**config.mk**
```make
export PLATFORM = sky130hd
export DESIGN_NAME = dsp_lshift_flags
export DESIGN_NICKNAME = d
export VERILOG_FILES = /design/src/rtl/dsp_lsh_pkg.sv /design/src/rtl/lsh_amount_dec.sv /design/src/rtl/lsh_barrel.sv /design/src/rtl/lsh_flag_gen.sv /design/src/rtl/dsp_lshift_flags.sv
export SDC_FILE = /design/constraint.sdc
export NUM_CORES = 1
export LEC_CHECK = 0
export BUFFER_PORTS_ARGS = -buffer_cell sky130_fd_sc_hd__buf_4
export CAP_MARGIN = 10
export CORE_MARGIN = 1.5
export CORE_UTILIZATION = 46
export CTS_CLUSTER_DIAMETER = 200
export CTS_CLUSTER_SIZE = 28
export DETAILED_ROUTE_END_ITERATION = 10
export PLACE_DENSITY = 0.8
export SYNTH_ARGS = -nofsm -noshare
export SYNTH_HDL_FRONTEND = slang
export SYNTH_HIERARCHICAL = 1
export SYNTH_SLANG_ARGS = --single-unit
```
**constraint.sdc**
```tcl
create_clock -name clk -period 4.3 [get_ports clk]
set_input_delay 0.86 -clock clk [delete_from_list [all_inputs] [get_ports clk]]
set_output_delay 0.86 -clock clk [all_outputs]
set_load 0.05 [all_outputs]
```
**src/rtl/dsp_lsh_pkg.sv**
```systemverilog
package dsp_lsh_pkg;

  typedef enum logic [2:0] {
    CS_CARRY = 3'b000,
    CS_NEG   = 3'b001,
    CS_ZERO  = 3'b010,
    CS_OVF   = 3'b011
  } cs_mode_e;

  typedef struct packed {
    logic dc;
    logic n;
    logic z;
    logic v;
    logic gt;
  } lsh_flags_t;

endpackage

```
**src/rtl/lsh_amount_dec.sv**
```systemverilog
module lsh_amount_dec #(
  parameter int AMT_W  = 7,
  parameter int HALF_W = 16,
  parameter int MAG_W  = $clog2(HALF_W + 1)
) (
  input  logic [AMT_W-1:0] raw_amt,
  output logic             dir_left,
  output logic [MAG_W-1:0] mag
);

  localparam int MAXV = HALF_W;

  int sv;

  always_comb begin
    sv       = int'($signed(raw_amt));
    dir_left = ~raw_amt[AMT_W-1];
    if (sv > MAXV) begin
      mag = MAG_W'(MAXV);
    end else if (sv >= 0) begin
      mag = MAG_W'(sv);
    end else if (sv < -MAXV) begin
      mag = MAG_W'(MAXV);
    end else begin
      mag = MAG_W'(-sv);
    end
  end

endmodule

```
**src/rtl/lsh_barrel.sv**
```systemverilog
module lsh_barrel #(
  parameter int HALF_W = 16,
  parameter int MAG_W  = $clog2(HALF_W + 1)
) (
  input  logic [HALF_W-1:0] half_in,
  input  logic              dir_left,
  input  logic [MAG_W-1:0]  mag,
  output logic [HALF_W-1:0] half_out,
  output logic              last_out
);

  localparam int WIDE_W = 2 * HALF_W;

  logic [WIDE_W-1:0] lw [0:MAG_W];
  logic [WIDE_W-1:0] rw [0:MAG_W];

  assign lw[0] = {{HALF_W{1'b0}}, half_in};
  assign rw[0] = {half_in, {HALF_W{1'b0}}};

  for (genvar s = 0; s < MAG_W; s++) begin : g_stage
    assign lw[s+1] = mag[s] ? (lw[s] << (1 << s)) : lw[s];
    assign rw[s+1] = mag[s] ? (rw[s] >> (1 << s)) : rw[s];
  end

  always_comb begin
    if (dir_left) begin
      half_out = lw[MAG_W][HALF_W-1:0];
      last_out = lw[MAG_W][HALF_W];
    end else begin
      half_out = rw[MAG_W][WIDE_W-1:HALF_W];
      last_out = rw[MAG_W][HALF_W-1];
    end
  end

endmodule

```
**src/rtl/lsh_flag_gen.sv**
```systemverilog
module lsh_flag_gen
  import dsp_lsh_pkg::*;
#(
  parameter int HALF_W = 16
) (
  input  logic [HALF_W-1:0] half_res,
  input  logic              last_out,
  input  logic [2:0]        cs_sel,
  output lsh_flags_t        flags
);

  logic is_zero;
  logic is_neg;

  assign is_zero = ~|half_res;
  assign is_neg  = half_res[HALF_W-1];

  always_comb begin
    flags.n  = is_neg;
    flags.z  = is_zero;
    flags.v  = 1'b0;
    flags.gt = ~is_zero & ~is_neg;
    unique case (cs_sel)
      CS_NEG:  flags.dc = is_neg;
      CS_ZERO: flags.dc = is_zero;
      CS_OVF:  flags.dc = 1'b0;
      default: flags.dc = last_out;
    endcase
  end

endmodule

```
**src/rtl/dsp_lshift_flags.sv**
```systemverilog
module dsp_lshift_flags
  import dsp_lsh_pkg::*;
#(
  parameter int GUARD_W = 8,
  parameter int HALF_W  = 16,
  parameter int AMT_W   = 7,
  parameter int AMT_LSB = 16,
  localparam int DATA_W = GUARD_W + 2 * HALF_W,
  localparam int MAG_W  = $clog2(HALF_W + 1)
) (
  input  logic              clk,
  input  logic              rst,
  input  logic              in_valid,
  input  logic [DATA_W-1:0] src_op,
  input  logic [DATA_W-1:0] src_amt,
  input  logic [AMT_W-1:0]  imm_amt,
  input  logic              use_imm,
  input  logic [2:0]        cs_sel,
  input  logic              cond_op,
  input  logic              cond_met,
  output logic              out_valid,
  output logic [DATA_W-1:0] result,
  output logic              flag_dc,
  output logic              flag_n,
  output logic              flag_z,
  output logic              flag_v,
  output logic              flag_gt
);

  logic [AMT_W-1:0]  raw_amt;
  logic              dir_left;
  logic [MAG_W-1:0]  mag;
  logic [HALF_W-1:0] half_res;
  logic              last_out;
  lsh_flags_t        nxt_flags;
  lsh_flags_t        flags_q;
  logic              exec;
  logic              upd_flags;

  logic unused_bits;
  assign unused_bits = ^{src_op[DATA_W-1:2*HALF_W], src_op[HALF_W-1:0],
                         src_amt[DATA_W-1:AMT_LSB+AMT_W], src_amt[AMT_LSB-1:0]};

  assign raw_amt   = use_imm ? imm_amt : src_amt[AMT_LSB+AMT_W-1:AMT_LSB];
  assign exec      = in_valid & (~cond_op | cond_met);
  assign upd_flags = in_valid & ~cond_op;

  lsh_amount_dec #(.AMT_W(AMT_W), .HALF_W(HALF_W), .MAG_W(MAG_W)) amt_i (
    .raw_amt  (raw_amt),
    .dir_left (dir_left),
    .mag      (mag)
  );

  lsh_barrel #(.HALF_W(HALF_W), .MAG_W(MAG_W)) bar_i (
    .half_in  (src_op[2*HALF_W-1:HALF_W]),
    .dir_left (dir_left),
    .mag      (mag),
    .half_out (half_res),
    .last_out (last_out)
  );

  lsh_flag_gen #(.HALF_W(HALF_W)) flg_i (
    .half_res (half_res),
    .last_out (last_out),
    .cs_sel   (cs_sel),
    .flags    (nxt_flags)
  );

  always_ff @(posedge clk) begin
    if (rst) begin
      out_valid <= 1'b0;
      result    <= '0;
      flags_q   <= '0;
    end else begin
      out_valid <= exec;
      if (exec) begin
        result <= {{GUARD_W{1'b0}}, half_res, {HALF_W{1'b0}}};
      end
      if (upd_flags) begin
        flags_q <= nxt_flags;
      end
    end
  end

  assign flag_dc = flags_q.dc;
  assign flag_n  = flags_q.n;
  assign flag_z  = flags_q.z;
  assign flag_v  = flags_q.v;
  assign flag_gt = flags_q.gt;

endmodule

```
Yosys cells after proc, flatten, opt, wreduce, memory -nomap -nowiden
Index checks and enable logic that the tools add are counted.
{"block": "word_totals", "wordCells": 38, "out_inout_bits": 46, "regBits": 21, "inputBits": 96}
{"block": "op_classes", "n_reduce_logical": 2, "n_eq_ne": 3, "muxes": 17, "n_addsub": 1, "order_cmp": 3, "bitwise_logic": 6}
{"cell": "32-bit two-way mux", "count": 5}
{"cell": "17-bit two-way mux", "count": 5}
{"cell": "16-bit two-way mux", "count": 1}
{"cell": "16-bit OR reduction", "count": 1}
{"cell": "5-bit two-way mux", "count": 3}
{"cell": "7-bit by 1-bit greater-or-equal comparator with 1-bit output (second input constant)", "count": 1}
{"cell": "7-bit by 6-bit greater-than comparator with 1-bit output (second input constant)", "count": 1}
{"cell": "7-bit by 5-bit < comparator with 1-bit output (second input constant)", "count": 1}
{"cell": "7-bit two-way mux", "count": 1}
{"cell": "3-bit by 2-bit == test with 1-bit output (second input constant)", "count": 2}
{"cell": "5-bit negator", "count": 1}
{"cell": "1-bit AND", "count": 3}
{"cell": "3-bit by 1-bit == test with 1-bit output (second input constant)", "count": 1}
{"cell": "1-bit case mux with 3 select lines", "count": 1}
{"cell": "1-bit inverter", "count": 2}
{"cell": "1-bit zero test", "count": 1}
{"cell": "1-bit two-way mux", "count": 1}
{"cell": "1-bit bitwise OR", "count": 1}

Logic depth before layout (Yosys ltp)
{"block": "logic_depth", "word_depth": 14, "ltp_mapped": 19, "ltp_nobuf": 15}

Hierarchy
Netlist, hierarchy kept.
{"mod": "lsh_barrel", "seq_area_each_um2": 0.0, "cells_each": 216, "instances": 1, "area_each_um2": 2082.0}
{"mod": "dsp_lshift_flags", "seq_area_each_um2": 440.4, "cells_each": 124, "instances": 1, "area_each_um2": 1226.2}
{"mod": "lsh_amount_dec", "seq_area_each_um2": 0.0, "cells_each": 20, "instances": 1, "area_each_um2": 132.6}
{"mod": "lsh_flag_gen", "seq_area_each_um2": 0.0, "cells_each": 15, "instances": 1, "area_each_um2": 103.8}

Worst setup path after synthesis
OpenSTA, ideal clock, no wires.
{"block": "synth_timing", "path_type": "input to register", "from": "input use_imm", "to": "register flags_q, in the netlist flag_dc", "path_stages": 18, "arrival_time_ns": 4.373, "path_buffers": 3, "required_ns": 4.235, "setup_slack_ns": -0.138, "setup_ns": 0.065, "path_cell_list": "buf_2 mux2_2 inv_1 ha_1 nor3b_1 a211oi_2 nor2_1 buf_6 buf_12 mux4_2 mux2_2 nand2_1 o211ai_1 nor4_1 and4_4 a221o_2 mux2i_1 nor2_1"}
{"element": "start, declared", "line": "dsp_lshift_flags.sv:17", "rtl": "input logic use_imm,"}
{"element": "end signal, assigned", "line": "dsp_lshift_flags.sv:80", "rtl": "flags_q <= nxt_flags;"}
{"element": "end, declared", "line": "dsp_lshift_flags.sv:36", "rtl": "lsh_flags_t flags_q;"}

==> results.txt <==
Die ar. - 8240 sq um
Worst slew pin tran - 1.11 ns
Critical path arrival - 4.33 ns
Post-Syn Area per Cell - 9.45 sq um
Most frequent cells in the layout - 129 x buf_4, 44 x mux2i_1, 42 x nand2b_1, 25 x conb_1, 25 x mux4_2
Required @ worst endpoint - 4.45 ns
Largest cells by area after synthesis - mux2i_1 13%, mux4_2 13%, dfxtp_1 12%
Synth warnings - 6
CTS tree - done
CP Capture Type - register
Final setup violation count - 0
Share of layout cells above drive strength 1 - 0.462
Worst relative slew slack - 0.256
Syn Inst Count - 375
Leading area contributor after synthesis - mux2i_1
Drt drc - 0
First-pass DRT Iterations - 5
Synthesis-to-finish area growth - 30.3%
GRT Residual Overflow - 0
Final period util - 0.973
Starting DRT DRC Count - 298
Num CTS Buffers - 3
Antenna violations before repair - 0
Post-synth ARST share - 0
Skew final - 0 ns
GPL Wtd Cong - 0.924
Max Clk Rate - 0.239 GHz
Hold Vio Cnt, Final - 0
#FFs+latches synth - 22
Die height - 90.8 um
Final Net Count - 576
Sw Share - 0.416
CP Class - input pin to register
Most common cell after layout, fill and taps aside - buf_4
GR Util met3 - 0.0438
Max clock buf depth - 2
Gr busiest metal - met2
Initial Util - 0.481
Max-slew violations - 0
Clock latency on the worst-skew pair - 0.26 ns
Library cells used by synthesis - 68
Antenna diodes - 0
Fin area - 4620 sq um
Syn Std Cell Area - 3540 sq um
Vias in the first global route - 3169
EDFF count, synth - 0
Vias per inst - 6.01
First-pass GRT wire length - 16200 um
DP HPWL - 7480 um
IO Count - 142
Seq/Total Area, Yosys - 0.124
Worst path slowest cell - mux4_2
Final ANT Viol Nets - 0
Peak supply drop - 0.000101 V
Final setup TNS - 0 ns
Global-route usage over all layers - 0.242
Clock sink total - 22
Area post-placement - 4310 sq um
Final min period - 4.18 ns
Core box area - 7370 sq um
DIE WIDTH - 90.8 um
Crit-path max FO - 7
Hold Slack - 0.481 ns
Slowest stage delay, CP - 0.50 ns
Family with the most delay on the worst path - compound AO/OA/AOI/OAI gates
Routed WL - 10800 um
Sequential fraction of design power - 0.203
Crit path launch type - input pin
Worst min-delay path class - register to register
IO buf count - 60
GRT met2 Usage - 0.411
Most used DFF post-synth - dfxtp_1
Clk root buf - clkbuf_8
P per Cell Area - 233 nW/um^2
H-tree Lvls - 1
Power share of the clock group - 0.133
Pint - 0.627 mW
CTS Hold Bufs - 0
Worst Path Buf+Inv - 4
Met1 Resource Use GR - 0.309
Leakage dissipation - 1.85 nW
DR WL/cell - 18.7 um
Row count - 31
Most used cell along the critical path - buf_4
Cell chain of the critical path - buf_4 > buf_4 > mux2_2 > and3_2 > a211oi_4 > buf_6 > a21oi_4 > buf_4 > mux2i_2 > mux4_2 > a221o_1 > a21oi_2 > nor4_2 > and4_4 > a221o_2 > mux2i_1 > nor2_1
Max-cap violations - 0
Outcome - finished clean
Via count - 3470
Largest net degree at the start of global routing - 39
Reg clk slew, reported paths - 0.07 ns
Post-synth top area share - 0.130
Combinational power share - 0.663
P_sw - 0.447 mW
==> metal layers <==
metal	up-vias	part of all wire	wire length (um)
li1	1571	-	-
met1	1623	0.37	3980
met2	237	0.49	5320
met3	39	0.10	1120
met4	0	0.033	356
met5	-	0	0
==> power by group through the flow <==
stage	Sequential, mW	Clock (mW)	Combinational (mW)
after floorplan	0.257	0	0.425
after global placement	0.223	0	0.625
after detailed placement	0.223	0	0.638
after CTS	0.218	0.148	0.645
after global routing	0.220	0.158	0.751
final	0.218	0.143	0.713
==> synth_stat cells (6+ instances only) <==
library cell / number
nor2b_1: 6
mux4_1: 11
nand3_1: 7
nor4_1: 7
buf_6: 6
nor2_1: 20
dfxtp_1: 22
a21oi_1: 11
mux4_2: 20
buf_4: 29
clkbuf_1: 15
mux2_2: 15
nand2b_1: 42
mux2i_1: 46
o21ai_0: 8
nand2_1: 10
buf_2: 11
==> cell type report <==
class | count | area, sq um
Clock buffer | 4 | 55.1
Fill cell | 616 | 2750
Multi-Input combinational cell | 303 | 2770
Tap cell | 99 | 124
Sequential cell | 22 | 440
Inverter | 7 | 26.3
Timing Repair Buffer | 142 | 1200
==> per-stage QoR <==
stage,instances,util,setup WS (ns),power (mW)
final,577,0.626,0.116,1.07
after global routing,577,0.626,-0.0469,1.13
after CTS,563,0.595,0.0122,1.01
after detailed placement,558,0.585,-0.332,0.861
after global placement,558,0.585,-0.270,0.848
after floorplan,398,-,0.0288,0.682
==> final timing paths <==
path	from	cells after the start	slack (ns)	end
max reg2reg	result[19]	2	3.69	result[19]
min	result[30]	2	0.48	result[30]
min reg2reg	result[30]	2	0.48	result[30]
max	use_imm	17	0.12	flag_dc
==> repair_timing <==
action | 4_1_cts | 5_1_grt
setup buffers | 0 | 11
setup endpoints to repair | 2 | 3
pin swaps | 1 | 12
hold endpoints to repair | 0 | 0
cloned | 1 | 3
resized for setup | 1 | 31
==> cell families after synthesis <==
family / count (synthesis) / share of synthesized area
xor+xnor: 1 / 0.00247
mux: 92 / 0.386
fa+ha+maj: 1 / 0.00353
simple gates: 117 / 0.193
compound gates: 65 / 0.137
flops: 22 / 0.124
other cells: 2 / 0.00212
buf+inv: 75 / 0.152
==> worst min-delay path, stage by stage, from the launching register on <==
cell and delay, ns:
dfxtp_1 0.32, nand2b_1 0.06, mux2i_1 0.05
==> flip-flops by register name, summed over array words and instances, names as in the netlist <==
name,count
flag_v,1
out_valid,1
flag_gt,1
flag_dc,1
flag_z,1
flag_n,1
result,16
Note: power is estimated with default switching activity, not from simulation.
